===== config.mk =====
export PLATFORM = sky130hd
export DESIGN_NAME = nmi_port_ctl
export DESIGN_NICKNAME = d
export VERILOG_FILES = /design/src/rtl/nmi_port_pkg.sv /design/src/rtl/nmi_in_sync.sv /design/src/rtl/nmi_src_latch.sv /design/src/rtl/nmi_refresh_tick.sv /design/src/rtl/nmi_port_ctl.sv
export SDC_FILE = /design/constraint.sdc
export NUM_CORES = 1
export LEC_CHECK = 0
export CAP_MARGIN = 20
export CORE_UTILIZATION = 35
export DETAILED_ROUTE_END_ITERATION = 16
export PLACE_DENSITY = 0.68
export SLEW_MARGIN = 20
export SYNTH_ARGS = -nofsm -noshare
export SYNTH_HDL_FRONTEND = slang
export SYNTH_SLANG_ARGS = --single-unit

===== constraint.sdc =====
create_clock -name clk -period 2.56 [get_ports clk]
set_input_delay 0.768 -clock clk [delete_from_list [all_inputs] [get_ports clk]]
set_output_delay 0.768 -clock clk [all_outputs]
set_load 0.02 [all_outputs]

===== src/rtl/nmi_port_pkg.sv =====
package nmi_port_pkg;
  localparam int BIT_SERR_STS  = 7;
  localparam int BIT_IOCHK_STS = 6;
  localparam int BIT_TMR2_OUT  = 5;
  localparam int BIT_REFRESH   = 4;
  localparam int BIT_IOCHK_DIS = 3;
  localparam int BIT_SERR_DIS  = 2;
  localparam int BIT_SPKR_EN   = 1;
  localparam int BIT_GATE_EN   = 0;

  // Only the low nibble of a write is kept; the status half is read-only.
  function automatic logic [3:0] ctrl_from_write(input logic [7:0] d);
    logic [3:0] c;
    c = d[3:0];
    return c;
  endfunction

  function automatic logic [7:0] pack_read(input logic serr_sts, input logic iochk_sts,
                                           input logic tmr2, input logic refresh,
                                           input logic [3:0] ctrl);
    logic [7:0] v;
    v = {serr_sts, iochk_sts, tmr2, refresh, ctrl};
    return v;
  endfunction
endpackage


===== src/rtl/nmi_in_sync.sv =====
module nmi_in_sync #(
  parameter int STAGES = 2
) (
  input  logic clk,
  input  logic rst_n,
  input  logic async_i,
  output logic level_o,
  output logic rise_o
);
  logic [STAGES-1:0] shreg;
  logic              prev;

  always_ff @(posedge clk) begin
    if (!rst_n) begin
      shreg <= '0;
      prev  <= 1'b0;
    end else begin
      shreg <= {shreg[STAGES-2:0], async_i};
      prev  <= shreg[STAGES-1];
    end
  end

  assign level_o = shreg[STAGES-1];
  assign rise_o  = shreg[STAGES-1] & ~prev;

  AST_RISE_SINGLE: assert property (@(posedge clk) disable iff (!rst_n)
    rise_o |=> !rise_o);
endmodule


===== src/rtl/nmi_src_latch.sv =====
module nmi_src_latch (
  input  logic clk,
  input  logic rst_n,
  input  logic clr_i,
  input  logic set_i,
  output logic sts_o
);
  always_ff @(posedge clk) begin
    if (!rst_n)     sts_o <= 1'b0;
    else if (clr_i) sts_o <= 1'b0;
    else if (set_i) sts_o <= 1'b1;
  end

  AST_CLEAR_WINS: assert property (@(posedge clk) disable iff (!rst_n)
    clr_i |=> !sts_o);
  AST_SET_NEEDS_CAUSE: assert property (@(posedge clk) disable iff (!rst_n)
    $rose(sts_o) |-> $past(set_i));
endmodule


===== src/rtl/nmi_refresh_tick.sv =====
module nmi_refresh_tick #(
  parameter int REFRESH_DIV = 1500
) (
  input  logic clk,
  input  logic rst_n,
  output logic tog_o
);
  localparam int CNT_W = (REFRESH_DIV > 1) ? $clog2(REFRESH_DIV) : 1;
  localparam logic [CNT_W-1:0] LAST = CNT_W'(REFRESH_DIV - 1);

  logic [CNT_W-1:0] cnt;
  logic             wrap;

  assign wrap = (cnt == LAST);

  always_ff @(posedge clk) begin
    if (!rst_n) begin
      cnt   <= '0;
      tog_o <= 1'b0;
    end else if (wrap) begin
      cnt   <= '0;
      tog_o <= ~tog_o;
    end else begin
      cnt <= cnt + 1'b1;
    end
  end

  AST_TOGGLE_AT_WRAP: assert property (@(posedge clk) disable iff (!rst_n)
    !$stable(tog_o) |-> $past(cnt) == LAST);
endmodule


===== src/rtl/nmi_port_ctl.sv =====
module nmi_port_ctl
  import nmi_port_pkg::*;
#(
  parameter int              ADDR_W      = 16,
  parameter logic [ADDR_W-1:0] PORT_ADDR = ADDR_W'(16'h0061),
  parameter int              REFRESH_DIV = 1500,
  parameter int              SYNC_STAGES = 2
) (
  input  logic              clk,
  input  logic              rst_n,
  input  logic [ADDR_W-1:0] io_addr,
  input  logic              io_wr,
  input  logic              io_rd,
  input  logic [7:0]        io_wdata,
  output logic [7:0]        io_rdata,
  input  logic              serr_i,
  input  logic              iochk_i,
  input  logic              tmr2_out_i,
  output logic              nmi_o,
  output logic              tmr2_gate_o,
  output logic              spkr_o
);
  logic       addr_hit, wr_hit, rd_hit;
  logic [3:0] ctrl;
  logic       serr_rise, serr_lvl_unused;
  logic       iochk_lvl, iochk_rise_unused;
  logic       serr_sts, iochk_sts, refresh_tog;
  logic       serr_dis, iochk_dis;

  assign addr_hit = (io_addr == PORT_ADDR);
  assign wr_hit   = io_wr & addr_hit;
  assign rd_hit   = io_rd & addr_hit;

  always_ff @(posedge clk) begin
    if (!rst_n)      ctrl <= '0;
    else if (wr_hit) ctrl <= ctrl_from_write(io_wdata);
  end

  assign serr_dis  = ctrl[BIT_SERR_DIS];
  assign iochk_dis = ctrl[BIT_IOCHK_DIS];

  nmi_in_sync #(.STAGES(SYNC_STAGES)) u_serr_sync (
    .clk(clk), .rst_n(rst_n), .async_i(serr_i),
    .level_o(serr_lvl_unused), .rise_o(serr_rise));

  nmi_in_sync #(.STAGES(SYNC_STAGES)) u_iochk_sync (
    .clk(clk), .rst_n(rst_n), .async_i(iochk_i),
    .level_o(iochk_lvl), .rise_o(iochk_rise_unused));

  nmi_src_latch u_serr_latch (
    .clk(clk), .rst_n(rst_n), .clr_i(serr_dis), .set_i(serr_rise), .sts_o(serr_sts));

  nmi_src_latch u_iochk_latch (
    .clk(clk), .rst_n(rst_n), .clr_i(iochk_dis), .set_i(iochk_lvl), .sts_o(iochk_sts));

  nmi_refresh_tick #(.REFRESH_DIV(REFRESH_DIV)) u_refresh (
    .clk(clk), .rst_n(rst_n), .tog_o(refresh_tog));

  assign nmi_o       = serr_sts | iochk_sts;
  assign tmr2_gate_o = ctrl[BIT_GATE_EN];
  assign spkr_o      = ctrl[BIT_SPKR_EN] & tmr2_out_i;
  assign io_rdata    = rd_hit ? pack_read(serr_sts, iochk_sts, tmr2_out_i, refresh_tog, ctrl)
                              : 8'h00;

  AST_CTRL_HOLDS: assert property (@(posedge clk) disable iff (!rst_n)
    !wr_hit |=> $stable(ctrl));
  AST_SERR_MASKED: assert property (@(posedge clk) disable iff (!rst_n)
    serr_dis |=> !nmi_o || iochk_sts);
  AST_IOCHK_MASKED: assert property (@(posedge clk) disable iff (!rst_n)
    iochk_dis |=> !io_rdata[BIT_IOCHK_STS]);
  AST_NMI_CAUSE: assert property (@(posedge clk) disable iff (!rst_n)
    $rose(nmi_o) |-> $past(serr_rise) || $past(iochk_lvl));
endmodule


# After elaboration in Yosys (flattened, before gate mapping)
# Index checks and enable logic that the tools add are counted.
dict set report classes {
  n_eq_ne 2
  n_mux 1
  bitwise 8
  addsub 1
  n_reduce_logical 3
}
# operator n
set op_table {}
lappend op_table {{$eq A16 B7 Y1 const B} 1}
lappend op_table {{$add A11 B1 Y11 const B} 1}
lappend op_table {{$eq A11 B11 Y1 const B} 1}
lappend op_table {{$mux W8} 1}
lappend op_table {{$reduce_or A2 Y1} 3}
lappend op_table {{$and A1 B1 Y1} 4}
lappend op_table {{$not A1 Y1} 3}
lappend op_table {{$or A1 B1 Y1} 1}
dict set report totals {
  register_bits 23
  output_inout_bits 11
}

# Logic depth before layout (Yosys ltp)
dict set report depth {
  depth_word 3
  ltp_mapped 6
}

# Cells and area by module
# A second synthesis with hierarchy kept.
dict set report unflattened {
  cells_unflattened 113
  area_unflattened_um2 1102.3
}
# mod area_per_inst_um2 cells_each instances
set modules_own_cells {}
lappend modules_own_cells {nmi_refresh_tick 540.5 56 1}
lappend modules_own_cells {nmi_port_ctl 304.0 37 1}
lappend modules_own_cells {nmi_in_sync 92.6 7 2}
lappend modules_own_cells {nmi_src_latch 36.3 3 2}

# Least setup slack after synthesis
# OpenSTA, ideal clock, no wires.
dict set report synth_timing {
  kind {input to output}
  startpoint {input io_addr[9]}
  endpoint {output io_rdata[0]}
  slack_ns 0.140
  t_required_ns 1.792
  arrival_ns 1.652
  path_buffers 0
  cell_stages 4
  path_cell_list {nor4b_1 > nand4_1 > nor2_1 > and2_1}
}
dict set report synth_via {
  elab_chain_cells 3
}
# element line
set synth_rtl {}
lappend synth_rtl {{start: declaration} nmi_port_ctl.sv:11} ;# input logic [ADDR_W-1:0] io_addr,
lappend synth_rtl {{$eq A16 B7 Y1} nmi_port_ctl.sv:30} ;# assign addr_hit = (io_addr == PORT_ADDR);
lappend synth_rtl {{$and A1 B1 Y1} nmi_port_ctl.sv:32} ;# assign rd_hit = io_rd & addr_hit;
lappend synth_rtl {{$mux W8} nmi_port_ctl.sv:62} ;# assign io_rdata = rd_hit ? pack_read(serr_sts, iochk_sts, tmr2_out_i, refresh_tog, ctrl)
lappend synth_rtl {{end: declaration} nmi_port_ctl.sv:15} ;# output logic [7:0] io_rdata,
# No other way between the ends.

# Worst setup path in the final report
dict set report layout_timing {
  startpoint {input io_addr[14]}
  endpoint {output io_rdata[1]}
}
# Same word-level chain as after synthesis.

==> run summary <==
Static Leak: 0.634 nW
Synth Register Bits: 23
Worst-Margin Slew: 0.414 ns
Req. time, crit path: 1.79 ns
post-synth cell types: 26
overall routing resource usage: 0.157
Setup CP Type: in -> out
num ports: 42
EDFF count, synth: 0
Reg clk slew, reported paths: 0.11 ns
sequential fraction of design power: 0.621
top area cells in the synthesized netlist: dfxtp_1 47%, and2_1 9.6%, nor2_1 5.4%
drt initial violations: 8
Max clock buf depth: 2
register area share after synthesis: 0.471
share of layout cells above drive strength 1: 0.287
Post-synth top cells: 23 x dfxtp_1, 15 x and2_1, 14 x nor2_1, 12 x nand2_1
Sw Pwr: 0.131 mW
critical path peak fanout: 3
Placed Instances: 176
Area Overhead vs Synth: 49.2%
Syn Area/Cell: 8.97 um2
outcome: finished, violations left
GRT overflow: 0
CP Launch Type: input port
clk sinks: 23
Post-route DRC: 0
hold slack: 0.459 ns
CTS tree: done
asr flop ratio synth: 0
number of max-cap violations: 0
Worst-Skew Late Latency: 0.30 ns
Fillers: 248
combinational power share: 0.115
Gate Count Post-Synth: 109
VDD IR max: 447 uV
pre-CTS setup slack: -0.963 ns
Starting Density: 0.381
PortBufs: 37
final cell count without fillers: 180
RSZ-0062 raised after global routing: yes
drt total wl: 2120 um
vias in the first global route: 842
drt first pass iters: 5
top-count cell post-synth: dfxtp_1
CTS buffer count: 3
final worst path period need: 2.57 ns
hold path depth: 1
Die Y: 54.8 um
gpl congestion: 0.749
routed vias/inst: 4.87
R2R depth: 4
post-route cell area: 1460 um2
placeable core area: 2570 um2
Synth Flop Type: dfxtp_1
Final Net Count: 183
antenna violations before repair: 0
Crit path arrival time: 1.80 ns
routed len/inst: 11.8 um
die area: 3010 um2
FMAX: 0.389 GHz
hpwl dp: 1650 um
Post-DP Area: 1390 um2
number of diodes: 0
largest area contributor in the netlist: dfxtp_1
Clock power frac: 0.264
Cell Rows: 18
final hold violations: 0
Post-Syn Area: 977 um2
largest net degree at the start of global routing: 17
H-tree Lvls: 1
Hold Path Class: reg -> reg
violated checks: negative setup slack
die width: 54.8 um
crit end category: output port
max-slew violations: 0
Design Power: 0.601 mW
sequential cell area: 460 um2
share of the synthesized area in the top cell type: 0.471
routed vias: 877
Final Cycle Share: 1.00
DRT antenna net count: 0
root buffer selected by CTS: clkbuf_4
worst clock skew: 0.00418 ns
Final setup viols: 7
first-pass GRT wire length: 3280 um
footprint of the multi-input gates: 561 um2
cell internal pwr: 0.471 mW
final worst slack: -0.0114 ns
Pwr per Cell Area: 412 nW/um2
syn nets: 141
warnings from Yosys: 0
Switching Fraction: 0.217
Max transition margin: 0.724
-- cells in the final DEF, fill, tap and decap left out, drive strengths merged --
master	count
and3	1
clkbuf	6
nor3	1
or3	1
inv	4
or2	2
nor4bb	1
xor2	5
ha	1
dlygate4sd2	2
and4	1
nor3b	2
nor4b	1
nand4	4
and2	15
clkdlybuf4s15	2
nand2	12
buf	22
clkdlybuf4s50	12
nand3	3
nor2	14
nand2b	1
nor2b	1
dfxtp	23
nor4	3
mux2i	4
a21oi	1
xnor2	5
-- critical path: stages --
cell     delay [ns]
buf_2          0.11
nor4_4         0.26
nand4_1        0.14
nor2_2         0.15
buf_4          0.13
and2_4         0.13
buf_6          0.10
-- power by group through the flow --
| stage | logic (mW) | registers [mW] | clock network, mW |
|---|---|---|---|
| after global placement | 0.0685 | 0.381 | 0 |
| after CTS | 0.0661 | 0.374 | 0.165 |
| after detailed placement | 0.0707 | 0.382 | 0 |
| final | 0.0691 | 0.374 | 0.159 |
| after global routing | 0.0765 | 0.375 | 0.181 |
| after floorplan | 0.0230 | 0.380 | 0 |
-- final timing paths --
path         slack, ns                         endpoint                       startpoint
max              -0.01                      io_rdata[1]                      io_addr[14]
min               0.46  u_serr_sync.shreg[1]$_SDFF_PN0_  u_serr_sync.shreg[0]$_SDFF_PN0_
max reg2reg       0.86      u_refresh.cnt[2]$_SDFF_PP0_      u_refresh.cnt[5]$_SDFF_PP0_
min reg2reg       0.46  u_serr_sync.shreg[1]$_SDFF_PN0_  u_serr_sync.shreg[0]$_SDFF_PN0_
-- per-layer routing --
layer	track usage	share of wire
met5	0	0
met4	0.0897	0.018
met3	0.0278	0.080
met2	0.323	0.54
met1	0.136	0.36
-- registers in the layout, indices dropped and copies added (netlist names) --
name / flops
ctrl: 4
u_iochk_latch.sts_o: 1
u_iochk_sync.shreg: 2
u_refresh.cnt: 11
u_refresh.tog_o: 1
u_serr_latch.sts_o: 1
u_serr_sync.prev: 1
u_serr_sync.shreg: 2
-- metrics by stage --
stage	util	TNS (ns)
finish	0.568	-0.0417
detailed placement	0.542	-7.75
global placement	0.542	-7.56
global route	0.568	-1.04
floorplan	-	0
CTS	0.557	-0.539
-- layout make-up --
class                           instances  share of cell area
Multi-Input combinational cell         79               0.385
Sequential cell                        23               0.316
Timing Repair Buffer                   40               0.245
Tap cell                               30              0.0258
Clock buffer                            4              0.0180
Inverter                                4              0.0103
-- repair_timing --
action	in CTS	in global routing
pin swaps	11	5
setup endpoints to repair	9	8
hold buffers	0	0
buffers inserted	0	0
cloned	0	0
gates resized for setup	108	9
-- logic make-up after synthesis --
group,count (synthesis),synth area share
compound gates,1,0.00512
xor+xnor,10,0.0896
fa+ha+maj,1,0.0128
buf+inv,7,0.0307
flops,23,0.471
mux,4,0.0410
simple gates,63,0.350
Note: power is estimated with default switching activity, not from simulation.
